--- src/rtl/tc_pkg.sv ---
package tc_pkg;

  localparam int ANG_W    = 6;
  localparam int COEF_W   = 10;
  localparam int QTR      = 2 ** (ANG_W - 2);
  localparam int HALF     = 2 ** (ANG_W - 1);

  typedef enum logic [1:0] {
    TC_PAIR  = 2'b00,
    TC_HART  = 2'b01,
    TC_ABSD  = 2'b10,
    TC_PAIR2 = 2'b11
  } tc_mode_e;

  // Quarter-wave magnitudes: round(256*cos(i*90deg/16)), i = 0..16
  function automatic logic signed [COEF_W-1:0] quarter_mag(input logic [ANG_W-2:0] i);
    logic signed [COEF_W-1:0] m;
    case (i)
      5'd0:  m = 10'sd256;
      5'd1:  m = 10'sd255;
      5'd2:  m = 10'sd251;
      5'd3:  m = 10'sd245;
      5'd4:  m = 10'sd237;
      5'd5:  m = 10'sd226;
      5'd6:  m = 10'sd213;
      5'd7:  m = 10'sd198;
      5'd8:  m = 10'sd181;
      5'd9:  m = 10'sd162;
      5'd10: m = 10'sd142;
      5'd11: m = 10'sd121;
      5'd12: m = 10'sd98;
      5'd13: m = 10'sd74;
      5'd14: m = 10'sd50;
      5'd15: m = 10'sd25;
      default: m = 10'sd0;
    endcase
    return m;
  endfunction

  // Full-turn cosine from the quarter table by quadrant symmetry
  function automatic logic signed [COEF_W-1:0] cos_coef(input logic [ANG_W-1:0] a);
    logic [1:0]       quad;
    logic [ANG_W-2:0] fwd;
    logic [ANG_W-2:0] rev;
    logic signed [COEF_W-1:0] r;
    quad = a[ANG_W-1 -: 2];
    fwd  = {1'b0, a[ANG_W-3:0]};
    rev  = (ANG_W-1)'(QTR) - fwd;
    case (quad)
      2'd0:    r =  quarter_mag(fwd);
      2'd1:    r = -quarter_mag(rev);
      2'd2:    r = -quarter_mag(fwd);
      default: r =  quarter_mag(rev);
    endcase
    return r;
  endfunction

  // Quarter-turn mirror: sin(theta) = cos(90deg - theta), modulo a full turn
  function automatic logic [ANG_W-1:0] mirror_angle(input logic [ANG_W-1:0] a);
    return ANG_W'(QTR) - a;
  endfunction

endpackage

--- src/rtl/tc_coef_rom.sv ---
module tc_coef_rom
  import tc_pkg::*;
(
  input  logic [ANG_W-1:0]         angle,
  output logic signed [COEF_W-1:0] coef
);

  always_comb coef = cos_coef(angle);

endmodule

--- src/rtl/tc_lane.sv ---
module tc_lane
  import tc_pkg::*;
#(
  parameter int DATA_W = 8,
  parameter int LANE   = 0
) (
  input  tc_mode_e                           mode,
  input  logic signed [DATA_W-1:0]           smp_a,
  input  logic signed [DATA_W-1:0]           smp_b,
  input  logic [ANG_W-1:0]                   ang_a,
  input  logic [ANG_W-1:0]                   ang_b,
  output logic signed [COEF_W-1:0]           coef,
  output logic signed [DATA_W+COEF_W-1:0]    prod
);

  localparam int PROD_W = DATA_W + COEF_W;

  logic signed [DATA_W-1:0] smp_sel;
  logic [ANG_W-1:0]         ang_sel;
  logic signed [PROD_W-1:0] smp_ext;
  logic signed [PROD_W-1:0] coef_ext;

  generate
    if (LANE == 0) begin : g_direct
      always_comb begin
        smp_sel = smp_a;
        ang_sel = ang_a;
      end
    end else begin : g_routed
      always_comb begin
        if (mode == TC_HART) begin
          smp_sel = smp_a;
          ang_sel = mirror_angle(ang_a);
        end else begin
          smp_sel = smp_b;
          ang_sel = ang_b;
        end
      end
    end
  endgenerate

  tc_coef_rom u_rom (
    .angle (ang_sel),
    .coef  (coef)
  );

  always_comb begin
    smp_ext  = PROD_W'(smp_sel);
    coef_ext = PROD_W'(coef);
    prod     = smp_ext * coef_ext;
  end

endmodule

--- src/rtl/tc_sum_stage.sv ---
module tc_sum_stage
  import tc_pkg::*;
#(
  parameter int DATA_W = 8,
  parameter int ACC_W  = 20
) (
  input  logic                              clk,
  input  logic                              rst_n,
  input  tc_mode_e                          mode,
  input  logic signed [DATA_W-1:0]          smp_a,
  input  logic signed [DATA_W-1:0]          smp_b,
  input  logic signed [DATA_W+COEF_W-1:0]   prod0,
  input  logic signed [DATA_W+COEF_W-1:0]   prod1,
  input  logic signed [ACC_W-1:0]           psum_in,
  output logic signed [ACC_W-1:0]           psum_out
);

  localparam int PROD_W = DATA_W + COEF_W;
  localparam int TERM_W = PROD_W + 1;
  localparam int EXT_W  = ((ACC_W > TERM_W) ? ACC_W : TERM_W) + 2;
  localparam int DIFF_W = DATA_W + 1;
  localparam logic signed [ACC_W-1:0] ACC_HI = {1'b0, {(ACC_W-1){1'b1}}};
  localparam logic signed [ACC_W-1:0] ACC_LO = {1'b1, {(ACC_W-1){1'b0}}};

  function automatic logic [DIFF_W-1:0] abs_gap(input logic signed [DATA_W-1:0] p,
                                                input logic signed [DATA_W-1:0] q);
    logic signed [DIFF_W-1:0] d;
    d = DIFF_W'(p) - DIFF_W'(q);
    return (d < 0) ? DIFF_W'(-d) : DIFF_W'(d);
  endfunction

  function automatic logic signed [ACC_W-1:0] clamp(input logic signed [EXT_W-1:0] v);
    if (v > EXT_W'(ACC_HI))      return ACC_HI;
    else if (v < EXT_W'(ACC_LO)) return ACC_LO;
    else                         return ACC_W'(v);
  endfunction

  logic [DIFF_W-1:0]        gap;
  logic signed [EXT_W-1:0]  term;
  logic signed [EXT_W-1:0]  sum_ext;
  logic signed [ACC_W-1:0]  sum_sat;

  always_comb begin
    gap = abs_gap(smp_a, smp_b);
    if (mode == TC_ABSD) term = EXT_W'($signed({1'b0, gap}));
    else                 term = EXT_W'(prod0) + EXT_W'(prod1);
    sum_ext = term + EXT_W'(psum_in);
    sum_sat = clamp(sum_ext);
  end

  always_ff @(posedge clk or negedge rst_n) begin
    if (!rst_n) psum_out <= '0;
    else        psum_out <= sum_sat;
  end

endmodule

--- src/rtl/tc_cell.sv ---
module tc_cell
  import tc_pkg::*;
#(
  parameter int DATA_W = 8,
  parameter int ACC_W  = 20
) (
  input  logic                     clk,
  input  logic                     rst_n,
  input  logic [1:0]               mode,
  input  logic signed [DATA_W-1:0] smp_a,
  input  logic signed [DATA_W-1:0] smp_b,
  input  logic [5:0]               ang_a,
  input  logic [5:0]               ang_b,
  input  logic signed [ACC_W-1:0]  psum_in,
  output logic signed [ACC_W-1:0]  psum_out
);

  localparam int LANES  = 2;
  localparam int PROD_W = DATA_W + COEF_W;

  tc_mode_e                 mode_e;
  logic signed [COEF_W-1:0] coef_w [LANES];
  logic signed [PROD_W-1:0] prod_w [LANES];

  // Named observation points for the checker
  logic signed [COEF_W-1:0] coef_lane0;
  logic signed [COEF_W-1:0] coef_lane1;

  assign mode_e     = tc_mode_e'(mode);
  assign coef_lane0 = coef_w[0];
  assign coef_lane1 = coef_w[1];

  generate
    for (genvar g = 0; g < LANES; g++) begin : g_lane
      tc_lane #(.DATA_W(DATA_W), .LANE(g)) u_lane (
        .mode  (mode_e),
        .smp_a (smp_a),
        .smp_b (smp_b),
        .ang_a (ang_a),
        .ang_b (ang_b),
        .coef  (coef_w[g]),
        .prod  (prod_w[g])
      );
    end
  endgenerate

  tc_sum_stage #(.DATA_W(DATA_W), .ACC_W(ACC_W)) u_sum (
    .clk      (clk),
    .rst_n    (rst_n),
    .mode     (mode_e),
    .smp_a    (smp_a),
    .smp_b    (smp_b),
    .prod0    (prod_w[0]),
    .prod1    (prod_w[1]),
    .psum_in  (psum_in),
    .psum_out (psum_out)
  );

endmodule

--- config.mk ---
export PLATFORM = sky130hd
export DESIGN_NAME = tc_cell
export DESIGN_NICKNAME = d
export VERILOG_FILES = /design/src/rtl/tc_pkg.sv /design/src/rtl/tc_coef_rom.sv /design/src/rtl/tc_lane.sv /design/src/rtl/tc_sum_stage.sv /design/src/rtl/tc_cell.sv
export SDC_FILE = /design/constraint.sdc
export NUM_CORES = 1
export LEC_CHECK = 0
export ABC_CLOCK_PERIOD_IN_PS = 800
export CAP_MARGIN = 0
export CORE_MARGIN = 2
export CORE_UTILIZATION = 32
export CTS_CLUSTER_SIZE = 14
export DETAILED_ROUTE_END_ITERATION = 8
export PLACE_DENSITY = 0.49
export SLEW_MARGIN = 20
export SYNTH_ARGS = -nofsm -noshare
export SYNTH_HDL_FRONTEND = slang
export SYNTH_HIERARCHICAL = 1
export SYNTH_SLANG_ARGS = --single-unit
--- constraint.sdc ---
create_clock -name clk -period 0.8 [get_ports clk]
set_input_delay 0.12 -clock clk [delete_from_list [all_inputs] [get_ports clk]]
set_output_delay 0.12 -clock clk [all_outputs]
set_load 0.05 [all_outputs]
==> metrics.txt, run 1 <==
Die Wd=between 200 and 250 microns; clk sinks=20; smallest hold slack=0.209 ns; nets=between 2,000 and 2,500; # IOs=72; most common cell after layout, fill and taps aside=buf_4; Reg with most FFs=u_sum/psum_out; CP max stage delay=slightly below 0.6 ns; final wirelength=about 39,000 microns; post-DP HPWL=approximately 33,000 microns; synthesis-stage register bit count=20; status=complete, but fails checks; Root Driver=clkbuf_16; syn avg cell area=7.99 sq um; Regs by FF count=u_sum/psum_out x20; Die H=201 microns; distinct cell type count after synthesis=87; Layout Area Growth over Synthesis=52.5%; Syn Inst Count=1,546; vias=12,500; violated checks=setup timing; critical path type=in -> reg; first drt pass iteration count=5; final core utilization=0.498; FILL cells=3,728; Tot GR Track Use=0.190; gr ovfl total=0; setup violators final=40; pin count of the biggest net entering global routing=22; TritonCTS Buffers=3; Std-Cell Rows=71; starting density of the core=0.327; register area share after synthesis=0.0405; Slew HR=0.655; count of input and output buffers=71; pre-CTS setup slack=-9.40 ns; Mapped Area=12,400 sq um; Worst Hold Class=in -> async; share of cells above drive strength 1=0.360; RSZ-0062 raised after global routing=yes; Placed Cells=2,559; Post-synth EDFFs=0; Core ar.=approximately 38,000 sq um; Async S/R FF share, synth=1.00; maximum clock rate=108 MHz; maximum clock insertion buffer count=2; initial antenna violation count=1; most frequent cells in the layout=buf_4, inv_1, fa_1, ha_1, nor2_1; DRC viols=0; area occupied by multi-input gates=approximately 12,000 sq um; Max Cap Viol=0; Vias/cell=4.79; RD Place Congestion=around 0.90; endpoint class of the critical path=flop; WL/cell=14.8 microns; Tmin final=about 9.3 ns; Worst Path Required=0.94 ns; ratio of final minimum period to clock period=11.6; Worst-Margin Slew=slightly above 0.5 ns; storage element area=500 sq um; DIE AREA=40,200 sq um; CP max stage cell=fa_1; first-pass GRT wire length=64,400 microns; max reg flops=20; post-route ant nets=0; Crit Path Max Fanout=6; Final Non-Filler Cells=roughly 2,600; 1st-iter DRT viols=between 400 and 500; final hold vios=0; max-slew violations=0; # diodes=0; WP data arrival=9.40 ns; vias in the first global route=about 13,000; H-tree levels=1; Main synth FF type=dfrtp_1; Synth Warn #=6; syn_nets=approximately 1,900; CTS tree=built; final setup margin=-8.46 ns; critical path startpoint category=input port; Clock transition at path regs=0.05 ns
cells in the mapped netlist (all sizes together), types with 6 or more instances:
cell / n / share of area
a211oi: 25 / 0.017
a21o: 22 / 0.014
a21oi: 80 / 0.036
a31oi: 21 / 0.013
and2: 73 / 0.037
buf: 26 / 0.014
clkbuf: 20 / 0.0061
dfrtp: 20 / 0.041
fa: 137 / 0.22
ha: 139 / 0.14
inv: 239 / 0.073
mux2: 7 / 0.0064
mux2i: 23 / 0.019
nand2: 103 / 0.031
nand2b: 21 / 0.011
nand3: 23 / 0.0093
nand3b: 6 / 0.0036
nand4: 8 / 0.0041
nor2: 115 / 0.035
nor2b: 53 / 0.027
nor3: 22 / 0.0097
nor3b: 12 / 0.0081
nor4: 11 / 0.0066
o211a: 7 / 0.0057
o211ai: 14 / 0.0089
o21a: 18 / 0.011
o21ai: 73 / 0.030
o21bai: 8 / 0.0049
o22ai: 7 / 0.0035
o31a: 9 / 0.0064
o31ai: 12 / 0.0073
o32ai: 6 / 0.0055
or2: 12 / 0.0061
or3: 8 / 0.0041
or3b: 6 / 0.0047
xnor2: 57 / 0.041
xor2: 17 / 0.012
logic make-up after synthesis:
kind of cell	after synthesis	share of synthesized area
and+or+nand+nor	491	0.208
xor gates and xnor gates	74	0.0531
muxes	34	0.0323
buffers and inverters	289	0.0942
AOI/OAI and AO/OA	362	0.209
adders and majority gates	276	0.363
DFF	20	0.0405
layout make-up:
cell class / count / share of cell area
timing repair buffer: 599 / 0.265
sequential: 20 / 0.0266
tap: 511 / 0.0339
multi-input combinational: 1237 / 0.620
inverter: 243 / 0.0492
clock inverter: 1 / 0.00159
clock buffer: 3 / 0.00398
routing by layer:
metal	wire length [microns]	track usage	vias up
met5	13	0	-
met2	19500	0.355	198
li1	-	-	6380
met1	17400	0.241	5894
met3	1170	0.0159	42
met4	575	0.0304	2
timing repair:
item	4_1_cts	5_1_grt
hold buffers	0	0
buffers inserted	28	25
resized for setup	144	70
cloned	1	0
pin swaps	92	74
endpoints found under the setup margin	40	40
worst paths after layout:
check	startpoint	end	slack (ns)	depth (start not counted)
max	mode[1]	u_sum/psum_out[9]	-8.46	44
min in group clk	psum_in[0]	u_sum/psum_out[0]	0.69	4
min	rst_n	u_sum/psum_out[1]	0.21	2
max in group asynchronous	rst_n	u_sum/psum_out[13]	0.46	2
stage by stage:
step	instance area (sq um)	setup TNS (ns)
2_1_floorplan	12600	-171.26
3_3_place_gp	17400	-183.66
3_5_place_dp	17400	-185.57
4_1_cts	18400	-168.04
5_1_grt	18800	-178.50
6_report	18800	-170.50
worst max-delay path: cells and delay by family:
| kind | cells | cell delay [ns] |
|---|---|---|
| compound gates | 14 | 3.05 |
| xor+xnor | 2 | 0.25 |
| fa+ha+maj | 9 | 3.21 |
| buf+inv | 10 | 1.15 |
| simple gates | 9 | 1.59 |
Power of run 1 is left out: the tool's default activity adds up to more than one toggle a clock period on the data nets, which glitch-free logic cannot reach.
==> inputs of run 2 (changes only) <==
- ABC_CLOCK_PERIOD_IN_PS: 800 -> 7550
- PLACE_DENSITY: 0.49 -> 0.51
- clock period: 0.8 -> 7.55 ns (I/O delays scaled with it)
==> metrics.txt, run 2 (synthesis gave the netlist of run 1 again) <==
maximum clock rate=98.6 MHz; count of input and output buffers=71; area occupied by multi-input gates=11,700 sq um; vias=12,500; Root Driver=clkbuf_16; violated checks=setup timing; hold buffers post-CTS=0; maximum clock insertion buffer count=2; initial antenna violation count=0; Reg with most FFs=u_sum/psum_out; endpoint class of the critical path=flop; WL/cell=14.6 microns; DIE AREA=40,200 sq um; Regs by FF count=u_sum/psum_out x20; Clock transition at path regs=0.05 ns; max-slew violations=0; FILL cells=~3,700; most common cell after layout, fill and taps aside=buf_4; final setup margin=-2.59 ns; first drt pass iteration count=6; post-DP HPWL=32,000 microns; smallest hold slack=about 1.3 ns; WP data arrival=10.28 ns; Tot GR Track Use=0.184; storage element area=about 500 sq um; first-pass GRT wire length=62,700 microns; RSZ-0062 raised after global routing=yes; gr ovfl total=0; max reg flops=20; Vias/cell=4.89; final hold vios=0; CP dominant cell by count=buf_4; Worst Path Required=7.68 ns; Std-Cell Rows=slightly above 70; Die H=201 microns; CP max stage delay=0.49 ns; CP max stage cell=fa_1; pin count of the biggest net entering global routing=21; DRC viols=0; share of cells above drive strength 1=0.337; Worst-Margin Slew=0.791 ns; Core ar.=37,800 sq um; clk sinks=20; status=complete, but fails checks; Layout Area Growth over Synthesis=48.0%; Die Wd=between 200 and 250 microns; nets=2,375; post-route ant nets=0; # diodes=0; Crit Path Max Fanout=6; cell area after layout=18,300 sq um; Worst Hold Class=in -> async; starting density of the core=0.327; Max Cap Viol=0; Slew HR=0.471; 1st-iter DRT viols=453; critical path type=in -> reg; RD Place Congestion=0.871; H-tree levels=1; critical path startpoint category=input port; most frequent cells in the layout=buf_4, inv_1, fa_1, ha_1, nor2_1; Post-Place Cell Area=16,900 sq um; ratio of final minimum period to clock period=1.34; TritonCTS Buffers=3; CTS tree=built; # IOs=72; final wirelength=37,200 microns; setup violators final=20; Tmin final=10.14 ns; vias in the first global route=~13,000
==> run 2: final cells by class <==
class                   count  share of cell area
clock buffers               4             0.00486
inverters                 243              0.0507
multi-input cells        1237               0.638
flip-flops and latches     20              0.0274
well taps                 511              0.0350
repair buffers            542               0.245
==> run 2: per-layer routing <==
layer / share of wire / vias up / GRT usage
met5: 0 / - / 0
met4: 0.023 / 0 / 0.0429
met3: 0.028 / 47 / 0.0114
met2: 0.50 / 215 / 0.347
met1: 0.44 / 5982 / 0.229
li1: - / 6265 / -
==> run 2: how the worst max path moves through the flow <==
stage	from	cells past startpoint	end	slack [ns]
global route	mode[1]	45	u_sum/psum_out[2]	-2.98
finish	mode[1]	46	u_sum/psum_out[8]	-2.59
CTS	mode[1]	46	u_sum/psum_out[2]	-2.55
global placement	ang_a[0]	43	u_sum/psum_out[4]	-3.68
detailed placement	ang_a[0]	43	u_sum/psum_out[14]	-3.82
floorplan	mode[1]	45	u_sum/psum_out[0]	-2.90
==> run 2: through the flow <==
stage	util	std cells	setup TNS (ns)	setup slack, ns
finish	0.483	2557	-50.37	-2.59
global route	0.483	2557	-58.17	-2.98
CTS	0.472	2540	-49.58	-2.55
detailed placement	0.446	2507	-72.42	-3.82
global placement	0.446	2507	-70.89	-3.68
floorplan	-	1546	-56.51	-2.90
==> run 2: what timing repair did <==
item,4_1_cts,5_1_grt
resized for setup,159,60
cloned,1,1
setup endpoints to repair,20,20
buffers inserted,31,17
hold endpoints to repair,0,0
pin swaps,84,57
==> run 2: worst max-delay path, delay by kind of cell <==
kind                       cells  cell delay (ns)
adders and majority gates     10             3.31
AOI/OAI and AO/OA             17             3.02
buffers and inverters         11             1.28
and+or+nand+nor                6             1.23
xor gates and xnor gates       2             0.31
Power of run 2 is left out for the same reason.
